### src/rtl/irq_router_pkg.sv
package irq_router_pkg;
  localparam int NCPU   = 4;
  localparam int CPU_W  = 2;
  localparam int WORD_W = 4;
  localparam int SLOT_W = 6;
  localparam logic [11:0] RAW_OFF = 12'h300;

  typedef enum logic [1:0] {
    REG_NONE,
    REG_MASK,
    REG_MREQ,
    REG_RAW
  } reg_kind_e;

  typedef struct packed {
    reg_kind_e          kind;
    logic [CPU_W-1:0]   cpu;
    logic [WORD_W-1:0]  word;
  } csr_sel_t;

  // CPUs 0/1 live in the low bank, 2/3 in the high bank.
  function automatic logic [11:0] mask_off(input int i);
    return (i < 2) ? 12'(12'h200 + i * 12'h40) : 12'(12'h600 + (i - 2) * 12'h40);
  endfunction

  function automatic logic [11:0] mreq_off(input int i);
    return 12'(mask_off(i) + 12'h080);
  endfunction
endpackage

### src/rtl/irq_csr_decode.sv
module irq_csr_decode
  import irq_router_pkg::*;
#(
  parameter int AW     = 12,
  parameter int HALVES = 2
) (
  input  logic [AW-1:0] addr_i,
  output csr_sel_t      sel_o
);
  logic [AW-1:0]     base;
  logic [WORD_W-1:0] word;
  logic              in_slot;

  assign base    = {addr_i[AW-1:SLOT_W], {SLOT_W{1'b0}}};
  assign word    = addr_i[SLOT_W-1:2];
  assign in_slot = (addr_i[1:0] == 2'b00) && (int'(word) < HALVES);

  always_comb begin
    sel_o      = '0;
    sel_o.kind = REG_NONE;
    sel_o.word = word;
    for (int i = 0; i < NCPU; i++) begin
      if (base == AW'(mask_off(i))) begin
        sel_o.kind = REG_MASK;
        sel_o.cpu  = CPU_W'(i);
      end
      if (base == AW'(mreq_off(i))) begin
        sel_o.kind = REG_MREQ;
        sel_o.cpu  = CPU_W'(i);
      end
    end
    if (base == AW'(RAW_OFF)) sel_o.kind = REG_RAW;
    if (!in_slot) sel_o.kind = REG_NONE;
  end
endmodule

### src/rtl/irq_raw_capture.sv
module irq_raw_capture #(
  parameter int NSRC       = 64,
  parameter int LEGACY_SRC = 55
) (
  input  logic            clk_i,
  input  logic            rst_ni,
  input  logic [NSRC-1:0] src_i,
  input  logic            legacy_i,
  output logic [NSRC-1:0] raw_o
);
  logic [NSRC-1:0] raw_d;
  logic            live_q;

  for (genvar n = 0; n < NSRC; n++) begin : g_src
    if (n == LEGACY_SRC) begin : g_cascade
      assign raw_d[n] = src_i[n] | legacy_i;
    end else begin : g_plain
      assign raw_d[n] = src_i[n];
    end
  end

  always_ff @(posedge clk_i or negedge rst_ni) begin
    if (!rst_ni) begin
      raw_o  <= '0;
      live_q <= 1'b0;
    end else begin
      raw_o  <= raw_d;
      live_q <= 1'b1;
    end
  end


  legacy_sets_raw_chk: assert property (@(posedge clk_i) disable iff (!rst_ni)
    live_q && $past(legacy_i) |-> raw_o[LEGACY_SRC]);


  low_src_clears_raw_chk: assert property (@(posedge clk_i) disable iff (!rst_ni)
    live_q && $past(src_i[0]) == 1'b0 |-> raw_o[0] == 1'b0);
endmodule

### src/rtl/irq_mask_bank.sv
module irq_mask_bank
  import irq_router_pkg::*;
#(
  parameter int NSRC = 64,
  parameter int DW   = 32
) (
  input  logic                           clk_i,
  input  logic                           rst_ni,
  input  logic                           wr_i,
  input  logic [CPU_W-1:0]               wr_cpu_i,
  input  logic [WORD_W-1:0]              wr_word_i,
  input  logic [DW-1:0]                  wdata_i,
  output logic [NCPU-1:0][NSRC-1:0]      mask_o
);
  localparam int HALVES = NSRC / DW;

  for (genvar c = 0; c < NCPU; c++) begin : g_cpu
    for (genvar w = 0; w < HALVES; w++) begin : g_word
      always_ff @(posedge clk_i or negedge rst_ni) begin
        if (!rst_ni) begin
          mask_o[c][w*DW +: DW] <= '0;
        end else if (wr_i && wr_cpu_i == CPU_W'(c) && wr_word_i == WORD_W'(w)) begin
          mask_o[c][w*DW +: DW] <= wdata_i;
        end
      end
    end
  end


  idle_mask_stable_chk: assert property (@(posedge clk_i) disable iff (!rst_ni)
    !wr_i |=> $stable(mask_o));
endmodule

### src/rtl/irq_router.sv
module irq_router
  import irq_router_pkg::*;
#(
  parameter int NSRC       = 64,
  parameter int DW         = 32,
  parameter int AW         = 12,
  parameter int LEGACY_SRC = 55
) (
  input  logic            clk_i,
  input  logic            rst_ni,
  input  logic [NSRC-1:0] src_i,
  input  logic            legacy_irq_i,
  input  logic            csr_req_i,
  input  logic            csr_we_i,
  input  logic [AW-1:0]   csr_addr_i,
  input  logic [DW-1:0]   csr_wdata_i,
  output logic [DW-1:0]   csr_rdata_o,
  output logic            csr_err_o,
  output logic [NCPU-1:0] cpu_irq_o
);
  localparam int HALVES = NSRC / DW;

  csr_sel_t                  sel;
  logic [NSRC-1:0]           raw;
  logic [NCPU-1:0][NSRC-1:0] mask;
  logic [NSRC-1:0]           rd_val;
  logic [DW-1:0]             rd_word;
  logic                      bad;

  irq_csr_decode #(.AW(AW), .HALVES(HALVES)) u_decode (
    .addr_i (csr_addr_i),
    .sel_o  (sel)
  );

  irq_raw_capture #(.NSRC(NSRC), .LEGACY_SRC(LEGACY_SRC)) u_raw (
    .clk_i    (clk_i),
    .rst_ni   (rst_ni),
    .src_i    (src_i),
    .legacy_i (legacy_irq_i),
    .raw_o    (raw)
  );

  irq_mask_bank #(.NSRC(NSRC), .DW(DW)) u_mask (
    .clk_i     (clk_i),
    .rst_ni    (rst_ni),
    .wr_i      (csr_req_i && csr_we_i && sel.kind == REG_MASK),
    .wr_cpu_i  (sel.cpu),
    .wr_word_i (sel.word),
    .wdata_i   (csr_wdata_i),
    .mask_o    (mask)
  );

  for (genvar c = 0; c < NCPU; c++) begin : g_irq
    assign cpu_irq_o[c] = |(mask[c] & raw);
  end

  always_comb begin
    unique case (sel.kind)
      REG_MASK: rd_val = mask[sel.cpu];
      REG_MREQ: rd_val = mask[sel.cpu] & raw;
      REG_RAW:  rd_val = raw;
      default:  rd_val = '0;
    endcase
  end

  assign rd_word = DW'(rd_val >> (int'(sel.word) * DW));
  assign bad     = (sel.kind == REG_NONE);

  always_ff @(posedge clk_i or negedge rst_ni) begin
    if (!rst_ni) begin
      csr_rdata_o <= '0;
      csr_err_o   <= 1'b0;
    end else begin
      csr_err_o <= csr_req_i && bad;
      if (csr_req_i && !csr_we_i) csr_rdata_o <= bad ? '1 : rd_word;
    end
  end


  no_raw_no_irq_chk: assert property (@(posedge clk_i) disable iff (!rst_ni)
    raw == '0 |-> cpu_irq_o == '0);


  bad_read_ones_chk: assert property (@(posedge clk_i) disable iff (!rst_ni)
    csr_req_i && !csr_we_i && bad |=> csr_err_o && csr_rdata_o == '1);


  bad_write_keeps_mask_chk: assert property (@(posedge clk_i) disable iff (!rst_ni)
    csr_req_i && csr_we_i && bad |=> $stable(mask));


  ro_write_ignored_chk: assert property (@(posedge clk_i) disable iff (!rst_ni)
    csr_req_i && csr_we_i && (sel.kind == REG_MREQ || sel.kind == REG_RAW)
    |=> $stable(mask) && !csr_err_o);
endmodule

### config.mk
export PLATFORM = sky130hd
export DESIGN_NAME = irq_router
export DESIGN_NICKNAME = d
export VERILOG_FILES = /design/src/rtl/irq_router_pkg.sv /design/src/rtl/irq_csr_decode.sv /design/src/rtl/irq_raw_capture.sv /design/src/rtl/irq_mask_bank.sv /design/src/rtl/irq_router.sv
export SDC_FILE = /design/constraint.sdc
export NUM_CORES = 1
export LEC_CHECK = 0
export ABC_CLOCK_PERIOD_IN_PS = 2800
export CAP_MARGIN = 20
export CORE_MARGIN = 2
export CORE_UTILIZATION = 28
export CTS_CLUSTER_SIZE = 12
export DETAILED_ROUTE_END_ITERATION = 16
export PLACE_DENSITY = 0.52
export SETUP_SLACK_MARGIN = 0.02
export SLEW_MARGIN = 20
export SYNTH_ARGS = -nofsm -noshare
export SYNTH_HDL_FRONTEND = slang
export SYNTH_SLANG_ARGS = --single-unit
### constraint.sdc
create_clock -name clk_i -period 2.8 [get_ports clk_i]
set_input_delay 0.42 -clock clk_i [delete_from_list [all_inputs] [get_ports clk_i]]
set_output_delay 0.42 -clock clk_i [all_outputs]
set_load 0.01 [all_outputs]
---- Word level (Yosys, flattened, before mapping) ----
Cells that the tools add are included.
word-level totals
  register bits after elaboration ......... 353
  input port bits ......................... 113
  output and inout bits ................... 37
operators by class
  eq/ne operators ......................... 16
  reduce and logical (&&, ||, !) cells .... 26
  bitwise operators ....................... 6
  order comparisons ....................... 2
  shifts and indexed selects .............. 1
  mux-type cells .......................... 14
operator list
  cell                                                        count
  bitwise AND 64 bit                                          5
  OR reduction 64 bit                                         4
  one-hot mux 64 bit (3 select lines)                         1
  binary-select mux 64 bit (select 2 bit)                     1
  two-way mux 64 bit                                          1
  right shift 64 x 9 -> 32 bit                                1
  two-way mux 32 bit                                          1
  == test 6 x 4 -> 1 bit, second input constant               5
  two-way mux 4 bit                                           7
  == test 6 x 5 -> 1 bit, second input constant               4
  logical AND 1 bit                                           17
  == test 2 bit, second input constant                        4
  logical NOT 2 bit                                           3
  == test 2 x 1 -> 1 bit, second input constant               2
  == test 4 x 1 -> 1 bit, second input constant               1
  logical NOT 4 bit                                           1
  less-than comparator 4 x 2 -> 1 bit, second input constant  1
  two-way mux 2 bit                                           2
  less-than comparator 2 x 3 -> 1 bit, second input constant  1
  two-way mux 3 bit                                           1
  logical NOT 1 bit                                           1
  bitwise OR 1 bit                                            1

---- Logic depth before layout (Yosys ltp) ----
Gate-level depths: netlist of the first run.
  depth after elaboration ................. 15
  depth in mapped cells ................... 8

---- By module ----
Synthesis of the first run repeated with hierarchy kept, for this count alone.
second synthesis, totals
  cell total of the unflattened synthesis .. 1,046
  area total of the unflattened synthesis .. 16,241.8 um^2
by module, submodules not included
  module           times used  area each (um^2)  cells an instance  seq. area each (um^2)
  irq_mask_bank    1           9,796.9           551                6,406.1
  irq_router       1           4,704.5           417                825.8
  irq_raw_capture  1           1,607.8           65                 1,601.5
  irq_csr_decode   1           132.6             13                 0.0

---- Worst setup path before layout of the first run ----
OpenSTA, ideal clock, no wires.
  path kind ............................... input-to-reg
  start point ............................. input port csr_addr_i[11]
  end point ............................... register u_mask.mask_o[130] in the netlist's numbering
  library setup time ...................... 0.125 ns
  setup slack ............................. 0.687 ns
  data arrival time ....................... 1.988 ns
  cell stages on the path ................. 7
  required time ........................... 2.675 ns
  cells stage by stage .................... or3b_1 > buf_2 > or2_1 > buf_6 > nor2_2 > buf_4 > mux2_2
on the way
  word-level cells in the longest chain between the ends .. 15
  elaborated cells on any way between the ends .. 24
ends and longest elaborated chain
  item                                 RTL line              text
  from (decl)                          irq_router.sv:15      input logic [AW-1:0] csr_addr_i,
  == test 6 x 4 -> 1 bit               irq_csr_decode.sv:23  if (base == AW'(mask_off(i))) begin
  two-way mux 3 bit                    irq_csr_decode.sv:23
  two-way mux 4 bit                    irq_csr_decode.sv:27  if (base == AW'(mreq_off(i))) begin
  two-way mux 4 bit                    irq_csr_decode.sv:23
  two-way mux 4 bit                    irq_csr_decode.sv:27
  two-way mux 4 bit                    irq_csr_decode.sv:23
  two-way mux 4 bit                    irq_csr_decode.sv:27
  two-way mux 4 bit                    irq_csr_decode.sv:23
  two-way mux 4 bit                    irq_csr_decode.sv:27
  two-way mux 2 bit                    irq_csr_decode.sv:32  if (base == AW'(RAW_OFF)) sel_o.kind = REG_RAW;
  two-way mux 2 bit                    irq_csr_decode.sv:33  if (!in_slot) sel_o.kind = REG_NONE;
  == test 2 x 1 -> 1 bit               irq_router.sv:46      .wr_i (csr_req_i && csr_we_i && sel.kind == REG_MASK),
  logical AND 1 bit                    irq_router.sv:46
  logical AND 1 bit (*) (2 in series)  irq_mask_bank.sv:22   end else if (wr_i && wr_cpu_i == CPU_W'(c) && wr_word_i == WORD_W'(w)) begin
  to (signal, indexed assignment)      irq_mask_bank.sv:23   mask_o[c][w*DW +: DW] <= wdata_i;
  to (decl)                            irq_mask_bank.sv:13   output logic [NCPU-1:0][NSRC-1:0] mask_o
Every way passes the cells marked *; elsewhere a longest branch is shown, timed or not.
A chain may end at the register's enable or synchronous reset.

---- Worst setup path after layout of the first run ----
  start point ............................. register u_raw.raw_o[51]
  end point ............................... output port cpu_irq_o[3]
on the way
  word-level cells in the longest chain between the ends .. 2
ends and longest elaborated chain
  item                    RTL line               text
  from (decl)             irq_raw_capture.sv:9   output logic [NSRC-1:0] raw_o
  from (signal assigned)  irq_raw_capture.sv:27  raw_o <= raw_d;
  bitwise AND 64 bit      irq_router.sv:54       assign cpu_irq_o[c] = |(mask[c] & raw);
  OR reduction 64 bit     irq_router.sv:54
  to (decl)               irq_router.sv:19       output logic [NCPU-1:0] cpu_irq_o
Every way passes these cells.

==> results.tsv, run 1 <==
stage	metric	value	unit
layout	multi-input logic area	0.00739	sq mm
power	Pwr per Cell Area	538	mW/mm^2
floorplanning	core area	0.0577	sq mm
synth	Synth Net Count	1355	
worst_setup_path	Critical path buffers and inverters	2	
floorplanning	Boundary Pins	150	
place	dpl cells	2268	
synth	async set-or-reset flop fraction in the synthesized netlist	100	%
global_route	vias in the first global route	13700	
global_route	gr usage total	24.9	%
sta	final worst slack	-0.177	ns
sta	Tmin final	2.98	ns
global_route	largest net degree at the start of global routing	70	
global_route	GRT overflow	0	
worst_setup_path	max incr delay on CP	0.59	ns
global_route	initial antenna violation count	1	
routing	vias	13500	
worst_hold_path	worst hold path class	in -> reg	
place	IO buf count	149	
routing	vias per cell	5.72	
sta	Slew Viols, Final	0	
clock_network	Skew-Pair Late Insertion Delay	0.58	ns
global_route	first-pass GRT wire length	106	mm
synth	largest family of logic cells by synthesized area	multiplexers	
routing	drt wl/cell	31.9	um
synth	Most used DFF post-synth	dfrtp_1	
run	Max-cap violations	0	
power	VDD IR max	0.381	mV
routing	first-iteration detailed-routing DRC count	1587	
synth	Avg Cell Area, Syn	13.1	sq um
synth	post-synthesis simple-gate area fraction	4.04	%
synth	EDFF count, synth	0	
power	leakage	0.00999	uW
worst_setup_path	crit-path cells	buf_6 > a22o_1 > a221oi_4 > nand4_1 > or4_4 > buf_6	
synth	most frequent cell after synthesis	dfrtp_1	
clock_network	CTS Buf Count	41	
synth	Post-Synthesis Cells	1242	
layout	Fill cells	5627	
worst_setup_path	Worst setup EP type	output pin	
synth	ranking of synthesized cells by area	dfrtp_1 (54%), mux2_2 (18%), a221oi_1 (4.1%), a22o_1 (3.5%), mux2i_1 (3.1%)	
sta	Hold Slack	0.276	ns
layout	layout cells sized above 1	40.1	%
synth	adder-cell share of the synthesized area	0	%
layout	final core utilization	38.1	%
place	Final GP Congestion	0.993	
clock_network	clk sinks	353	
routing	final WL	75.1	mm
worst_setup_path	critical path fanouts, max	3	
sta	Max Clock Freq	336	MHz
layout	layout net count	1671	
floorplanning	die footprint	0.0602	sq mm
worst_setup_path	worst endpoint required time	2.38	ns
synth	Seq/Total Area, Yosys	54.1	%
sta	RSZ-0062 raised after global routing	true	
clock_network	Worst-path clk slew	0.06	ns
worst_setup_path	CP Class	reg -> out	
sta	max_slew headroom	56.3	%
worst_setup_path	delay-heaviest family, CP	simple AND/OR/NAND/NOR gates	
layout	fin area	0.0220	sq mm
synth	yosys warns	0	
synth	Synth Area in Compound Gates	15.7	%
sta	Tcrit/Tclk final	106	%
clock_network	CTS max path bufs	3	
clock_network	H-tree levels	2	
synth	Synth area leader	dfrtp_1	
layout	Non-Filler Instances	2354	
sta	Layout Skew	0.0185	ns
worst_setup_path	cell mode on critical path	buf_6	
worst_setup_path	Crit-path slowest cell	or4_4	
synth	Synth Cell Area	0.0163	sq mm
clock_network	root buffer cell	clkbuf_16	
floorplanning	Die H	245	um
outcome	outcome	complete, but fails checks	
outcome	failing checks	setup timing	
sta	Worst Tran Pin Value	0.655	ns
sta	Setup TNS	-0.638	ns
routing	antenna-violating nets left	0	
synth	mux share of post-synthesis cell area	23.4	%
synth	post-synthesis xor/xnor area fraction	0	%
layout	total inserted antenna cells	0	
synth	number of synthesized register bits	353	
synth	post-synthesis cell type count	51	
layout	area occupied by registers	0.00887	sq mm
routing	DR pass1 iterations	6	
worst_setup_path	Crit path arrival time	2.56	ns
synth	share of the synthesized area in the top cell type	54.1	%
routing	DRC	0	
sta	final count of hold timing violations	0	
worst_setup_path	CP Launch Type	register	
floorplanning	FP Rows	88	
layout	Synth-to-Final Area Change	34.8	%
clock_network	CTS tree	built	
place	Post-DP Area	0.0202	sq mm
floorplanning	die outline width	245	um
synth	Commonest cells post-synth	dfrtp_1 (353), mux2_2 (262), a221oi_1 (77), a21oi_1 (66), a22o_1 (65)	
sta	setup violators final	4	
place	dpl hpwl	54.9	mm
floorplanning	initial cell density of the core	28.3	%
==> area by class of cell <==
cell class | count | share of cell area [%]
Multi-Input combinational cell | 798 | 33.6
Inverter | 15 | 0.256
Sequential cell | 353 | 40.3
Clock buffer | 63 | 5.50
Tap cell | 765 | 4.35
Timing Repair Buffer | 349 | 15.4
Clock inverter | 11 | 0.620
==> flip-flops by register name, indices dropped and copies added, names as in the netlist <==
| name | count |
|---|---|
| u_raw.raw_o | 64 |
| csr_err_o | 1 |
| u_mask.mask_o | 256 |
| csr_rdata_o | 32 |
==> per-stage QoR <==
step | worst slack [ns] | power, uW
3_3_place_gp | -0.154 | 6380
5_1_grt | -0.220 | 12200
4_1_cts | -0.194 | 11900
6_report | -0.177 | 11800
2_1_floorplan | 0.687 | 5620
3_5_place_dp | -0.120 | 6370
==> cells in the final DEF (no fill, tap or decap), types with 7 or more instances in the layout <==
cell type and n:
a31oi_1 7, o21ai_0 25, buf_4 166, o21a_1 15, mux2_2 262, clkdlybuf4s50_1 141
mux4_2 12, nand2_1 29, a21oi_1 66, inv_1 14, nor2_1 30, dfrtp_2 27
o221a_2 11, dfrtp_1 326, o31a_1 8, buf_12 30, o22ai_1 10, nand4_1 16
clkbuf_16 43, mux2_1 9, a221oi_1 41, clkbuf_1 14, a22o_1 62, buf_6 8
mux2i_1 50, o221ai_1 29, a221oi_2 33
==> power by group <==
part	internal (uW)	leakage (uW)	switching (uW)
combinational	448	0.00472	570
clock	3250	0.000660	2240
sequential	5180	0.00461	133
total	8880	0.00999	2940
==> metal layers <==
| metal | GRT usage (%) | vias up | routed length (um) |
|---|---|---|---|
| met3 | 5.53 | 191 | 6320 |
| met2 | 38.4 | 731 | 33800 |
| met4 | 12.0 | 0 | 3770 |
| met5 | 0 | - | 0 |
| met1 | 32.9 | 7027 | 31200 |
| li1 | - | 5507 | - |
==> cell families (layout without fill, tap and decap cells) <==
kind of cell    after synthesis  after routing
compound gates              341            341
buf+inv                      91            438
flops                       353            353
mux                         333            333
simple gates                124            124
==> final timing paths <==
kind / startpoint / to / slack, ns / cells after the start
setup / recovery: u_raw.raw_o[51] / cpu_irq_o[3] / -0.18 / 6
hold / removal: src_i[41] / u_raw.raw_o[41] / 0.28 / 1
setup reg to reg: u_mask.mask_o[255] / csr_rdata_o[31] / 1.10 / 4
hold reg to reg: csr_rdata_o[10] / csr_rdata_o[10] / 0.53 / 2
max in group asynchronous: rst_ni / u_raw.raw_o[38] / 1.30 / 3
min in group asynchronous: rst_ni / csr_err_o / 0.42 / 2
==> timing repair <==
item | CTS | global route
hold buffers | 1 | 0
resized for setup | 72 | 26
hold endpoints to repair | 60 | 0
setup buffers | 9 | 3
endpoints found under the setup margin | 4 | 4
pin swaps | 10 | 9
No activity file was read; power rests on OpenSTA's default activity.
==> inputs of run 2 (changes only) <==
--- a/config.mk
+++ b/config.mk
@@ -11,9 +11,11 @@
 export CORE_UTILIZATION = 28
 export CTS_CLUSTER_SIZE = 12
 export DETAILED_ROUTE_END_ITERATION = 16
+export HOLD_SLACK_MARGIN = 0.08
 export PLACE_DENSITY = 0.52
 export SETUP_SLACK_MARGIN = 0.02
 export SLEW_MARGIN = 20
 export SYNTH_ARGS = -nofsm -noshare
 export SYNTH_HDL_FRONTEND = slang
+export SYNTH_HIERARCHICAL = 1
 export SYNTH_SLANG_ARGS = --single-unit
==> run 2 against run 1 <==
Compared with the run above: the run still ends with setup timing left; power decreased by 4.0%; first-iteration DRC count decreased by 35%; sequential share of layout area grew 0.17 points; non-clock buffer count shrank 3; via count shrank 12%; clock-buffer cell count increased by 6; die area down 0.50%; largest cell class unchanged; critical path depth rose by 1; worst hold slack improved by 0.0071 ns; combinational power fell by 29%; utilization hardly changed.
==> results.tsv, run 2 <==
stage	metric	value	unit	change
place	Post-DP Area	0.0200	sq mm	was 0.0202 sq mm
floorplanning	core area	0.0575	sq mm	was 0.0577 sq mm
floorplanning	initial cell density of the core	28.3	%	about the same
global_route	initial antenna violation count	0		was 1
worst_setup_path	CP Class	reg -> out		unchanged
layout	total inserted antenna cells	0		unchanged
worst_setup_path	crit-path cells	a22o_1 > a221oi_2 > buf_4 > nand4_1 > buf_4 > or4_4 > buf_6		was buf_6 > a22o_1 > a221oi_4 > nand4_1 > or4_4 > buf_6
layout	layout net count	1485		was 1671
worst_setup_path	Critical path buffers and inverters	3		was 2
sta	Layout Skew	0.0203	ns	was 0.0185 ns
global_route	gr usage total	22.2	%	was 24.9%
routing	first-iteration detailed-routing DRC count	1024		was 1587
layout	Top Registers	u_mask/mask_o: 256 flops, u_raw/raw_o: 64 flops, csr_rdata_o: 32 flops		was u_mask.mask_o: 256 flops, u_raw.raw_o: 64 flops, csr_rdata_o: 32 flops
worst_setup_path	Crit path arrival time	2.67	ns	was 2.56 ns
worst_hold_path	worst hold path class	in -> reg		unchanged
sta	final worst slack	-0.288	ns	was -0.177 ns
synth	yosys warns	6		was 0
sta	final count of hold timing violations	0		unchanged
global_route	first-pass GRT wire length	95.2	mm	was 106 mm
layout	Biggest register	u_mask/mask_o		was u_mask.mask_o
worst_setup_path	delay-heaviest family, CP	simple AND/OR/NAND/NOR gates		unchanged
clock_network	Skew-Pair Late Insertion Delay	0.57	ns	was 0.58 ns
outcome	failing checks	setup timing		unchanged
clock_network	Worst-path clk slew	0.06	ns	about the same
layout	fin area	0.0219	sq mm	was 0.0220 sq mm
power	VDD IR max	0.422	mV	was 0.381 mV
floorplanning	Boundary Pins	150		unchanged
worst_setup_path	Worst setup startpoint	u_raw/raw_o[33]		was u_raw.raw_o[51]
sta	max_slew headroom	51.3	%	was 56.3%
floorplanning	die footprint	0.0599	sq mm	was 0.0602 sq mm
synth	Avg Cell Area, Syn	15.5	sq um	was 13.1 sq um
sta	Worst Tran Pin Value	0.730	ns	was 0.655 ns
synth	most frequent cell after synthesis	dfrtp_1		unchanged
global_route	largest net degree at the start of global routing	97		was 70
power	leakage	0.00985	uW	was 0.00999 uW
place	IO buf count	149		unchanged
sta	Slew Viols, Final	0		unchanged
synth	number of synthesized register bits	353		unchanged
synth	Seq/Total Area, Yosys	54.4	%	was 54.1%
sta	RSZ-0062 raised after global routing	true		unchanged
sta	setup violators final	4		unchanged
sta	Tmin final	3.09	ns	was 2.98 ns
worst_setup_path	Crit-path slowest cell	or4_4		unchanged
routing	drt wl/cell	30.7	um	was 31.9 um
floorplanning	die outline width	245	um	about the same
worst_setup_path	reg2reg start	u_mask/mask_o[116]		was u_mask.mask_o[255]
power	Pwr per Cell Area	518	mW/mm^2	was 538 mW/mm^2
worst_setup_path	worst endpoint required time	2.38	ns	about the same
routing	vias per cell	5.44		was 5.72
synth	Post-Synthesis Cells	1046		was 1242
synth	async set-or-reset flop fraction in the synthesized netlist	100	%	unchanged
clock_network	CTS max path bufs	3		unchanged
routing	DR pass1 iterations	5		was 6
clock_network	H-tree levels	2		unchanged
layout	max FFs per register	256		unchanged
clock_network	CTS Buf Count	42		was 41
clock_network	root buffer cell	clkbuf_16		unchanged
sta	Max Clock Freq	324	MHz	was 336 MHz
routing	DRC	0		unchanged
layout	layout cells sized above 1	49.9	%	was 40.1%
place	dpl cells	2075		was 2268
routing	final WL	66.6	mm	was 75.1 mm
global_route	GRT overflow	0		unchanged
synth	Synth Net Count	1159		was 1355
layout	final core utilization	38.1	%	about the same
worst_hold_path	hold wc startpoint	src_i[22]		was src_i[41]
worst_setup_path	critical path fanouts, max	2		was 3
run	Max-cap violations	0		unchanged
global_route	vias in the first global route	12500		was 13.7k
synth	Synth area leader	dfrtp_1		unchanged
place	dpl hpwl	48.7	mm	was 54.9 mm
layout	most frequent cells in the layout	dfrtp_1 (321), mux2_2 (219), buf_4 (154)		was dfrtp_1 (326), mux2_2 (262), buf_4 (166)
sta	Tcrit/Tclk final	110	%	was 106%
clock_network	CTS tree	built		unchanged
outcome	outcome	complete, but fails checks		unchanged
synth	share of the synthesized area in the top cell type	54.4	%	was 54.1%
synth	Most used DFF post-synth	dfrtp_1		unchanged
worst_setup_path	max incr delay on CP	0.55	ns	was 0.59 ns
worst_setup_path	CP Launch Type	register		unchanged
synth	post-synthesis cell type count	35		was 51
worst_setup_path	Worst setup EP type	output pin		unchanged
worst_setup_path	cell mode on critical path	buf_4		was buf_6
synth	Commonest cells post-synth	dfrtp_1 (353), mux2_2 (219), mux4_2 (64), o22ai_1 (64), a221oi_1 (63)		was dfrtp_1 (353), mux2_2 (262), a221oi_1 (77), a21oi_1 (66), a22o_1 (65)
floorplanning	Die H	245	um	about the same
layout	commonest non-fill, non-tap cell in the layout	dfrtp_1		unchanged
layout	Synth-to-Final Area Change	35.0	%	was 34.8%
synth	ranking of synthesized cells by area	dfrtp_1 (54%), mux2_2 (15%), mux4_2 (8.9%), mux2_4 (5.5%), a221oi_1 (3.4%)		was dfrtp_1 (54%), mux2_2 (18%), a221oi_1 (4.1%), a22o_1 (3.5%), mux2i_1 (3.1%)
routing	antenna-violating nets left	0		unchanged
place	Final GP Congestion	0.975		was 0.993
floorplanning	FP Rows	88		unchanged
synth	Synth Cell Area	0.0162	sq mm	was 0.0163 sq mm
synth	EDFF count, synth	0		unchanged
routing	vias	11800		was 13.5k
clock_network	clk sinks	353		unchanged
layout	Non-Filler Instances	2169		was 2354
[run 2: changes by cell type after synthesis, sizes merged, moves of 14 or more]
cell	previous run	this run
o221ai	29	0
nor3	9	35
nand2	29	2
mux2	271	288
o21ai	28	2
inv	14	0
nor2	34	5
mux4	12	64
mux2i	50	0
o21a	15	0
a21oi	67	0
o22ai	10	64
[run 2: what timing repair did]
action,4_1_cts,5_1_grt
cloned,0,1
endpoints found under the hold margin,67,0
gates resized for setup,86,25
pin swaps,9,12
setup buffers,12,4
hold buffers,1,0
setup endpoints to repair,4,81
[run 2: area by class of cell]
class	instances	area, sq um
multi-input cells	629	7340
flip-flops and latches	353	8870
clock buffers	69	1240
well taps	765	957
clock inverters	7	66.3
fillers	5428	35600
repair buffers	346	3440
[run 2: metal layers]
layer  up-vias  GRT usage (%)  routed length [um]
met1      6286           29.9               28200
met4         0           8.79                2670
met2       513           35.2               31200
met5         -              0                   0
li1       4881              -                   -
met3       124           4.11                4590
[run 2: final timing paths]
path,end,slack (ns),depth (start not counted)
worst max register to register,csr_rdata_o[20],1.22,4
max in group asynchronous,u_raw/raw_o[43],1.51,3
min in group asynchronous,u_mask/mask_o[141],0.48,2
worst min register to register,u_mask/mask_o[163],0.53,1
worst max-delay path,cpu_irq_o[2],-0.29,7
worst min-delay path,u_raw/raw_o[22],0.28,1
[run 2: kinds of logic after synthesis]
family / after synthesis / synth area share [%]
buffers and inverters: 64 / 2.60
AO/OA/AOI/OAI: 195 / 9.58
AND/OR/NAND/NOR: 81 / 3.16
flip-flops: 353 / 54.4
multiplexers: 352 / 30.2
XOR/XNOR: 1 / 0.0539
[run 2: worst register-to-register path: stages (launching register included)]
cell and delay, ns:
dfrtp_1 0.43, buf_4 0.16, mux4_2 0.47, o22ai_1 0.30, nor3_1 0.09
[run 2: power by group]
part	switching (uW)	leakage [uW]	internal [uW]
logic	372	0.00463	354
registers	121	0.00458	5160
clock network	2230	0.000637	3120
total	2720	0.00985	8630
[run 2: through the flow]
step | setup slack, ns | hold WS, ns | total power (uW) | TNS [ns]
after floorplan | 0.0897 | 0.124 | 5450 | 0
after global placement | -0.530 | 0.500 | 6050 | -116.55
after detailed placement | -0.541 | 0.492 | 6050 | -119.43
after CTS | -0.314 | 0.263 | 11400 | -0.904
after global routing | -0.327 | 0.281 | 11700 | -1.07
final | -0.288 | 0.283 | 11400 | -0.950
==> inputs of run 3 (changes only) <==
--- a/config.mk
+++ b/config.mk
@@ -17,5 +17,4 @@
 export SLEW_MARGIN = 20
 export SYNTH_ARGS = -nofsm -noshare
 export SYNTH_HDL_FRONTEND = slang
-export SYNTH_HIERARCHICAL = 1
 export SYNTH_SLANG_ARGS = --single-unit
==> results of run 3 <==
No change in the layout: final DEF, timing and power equal those of run 1.
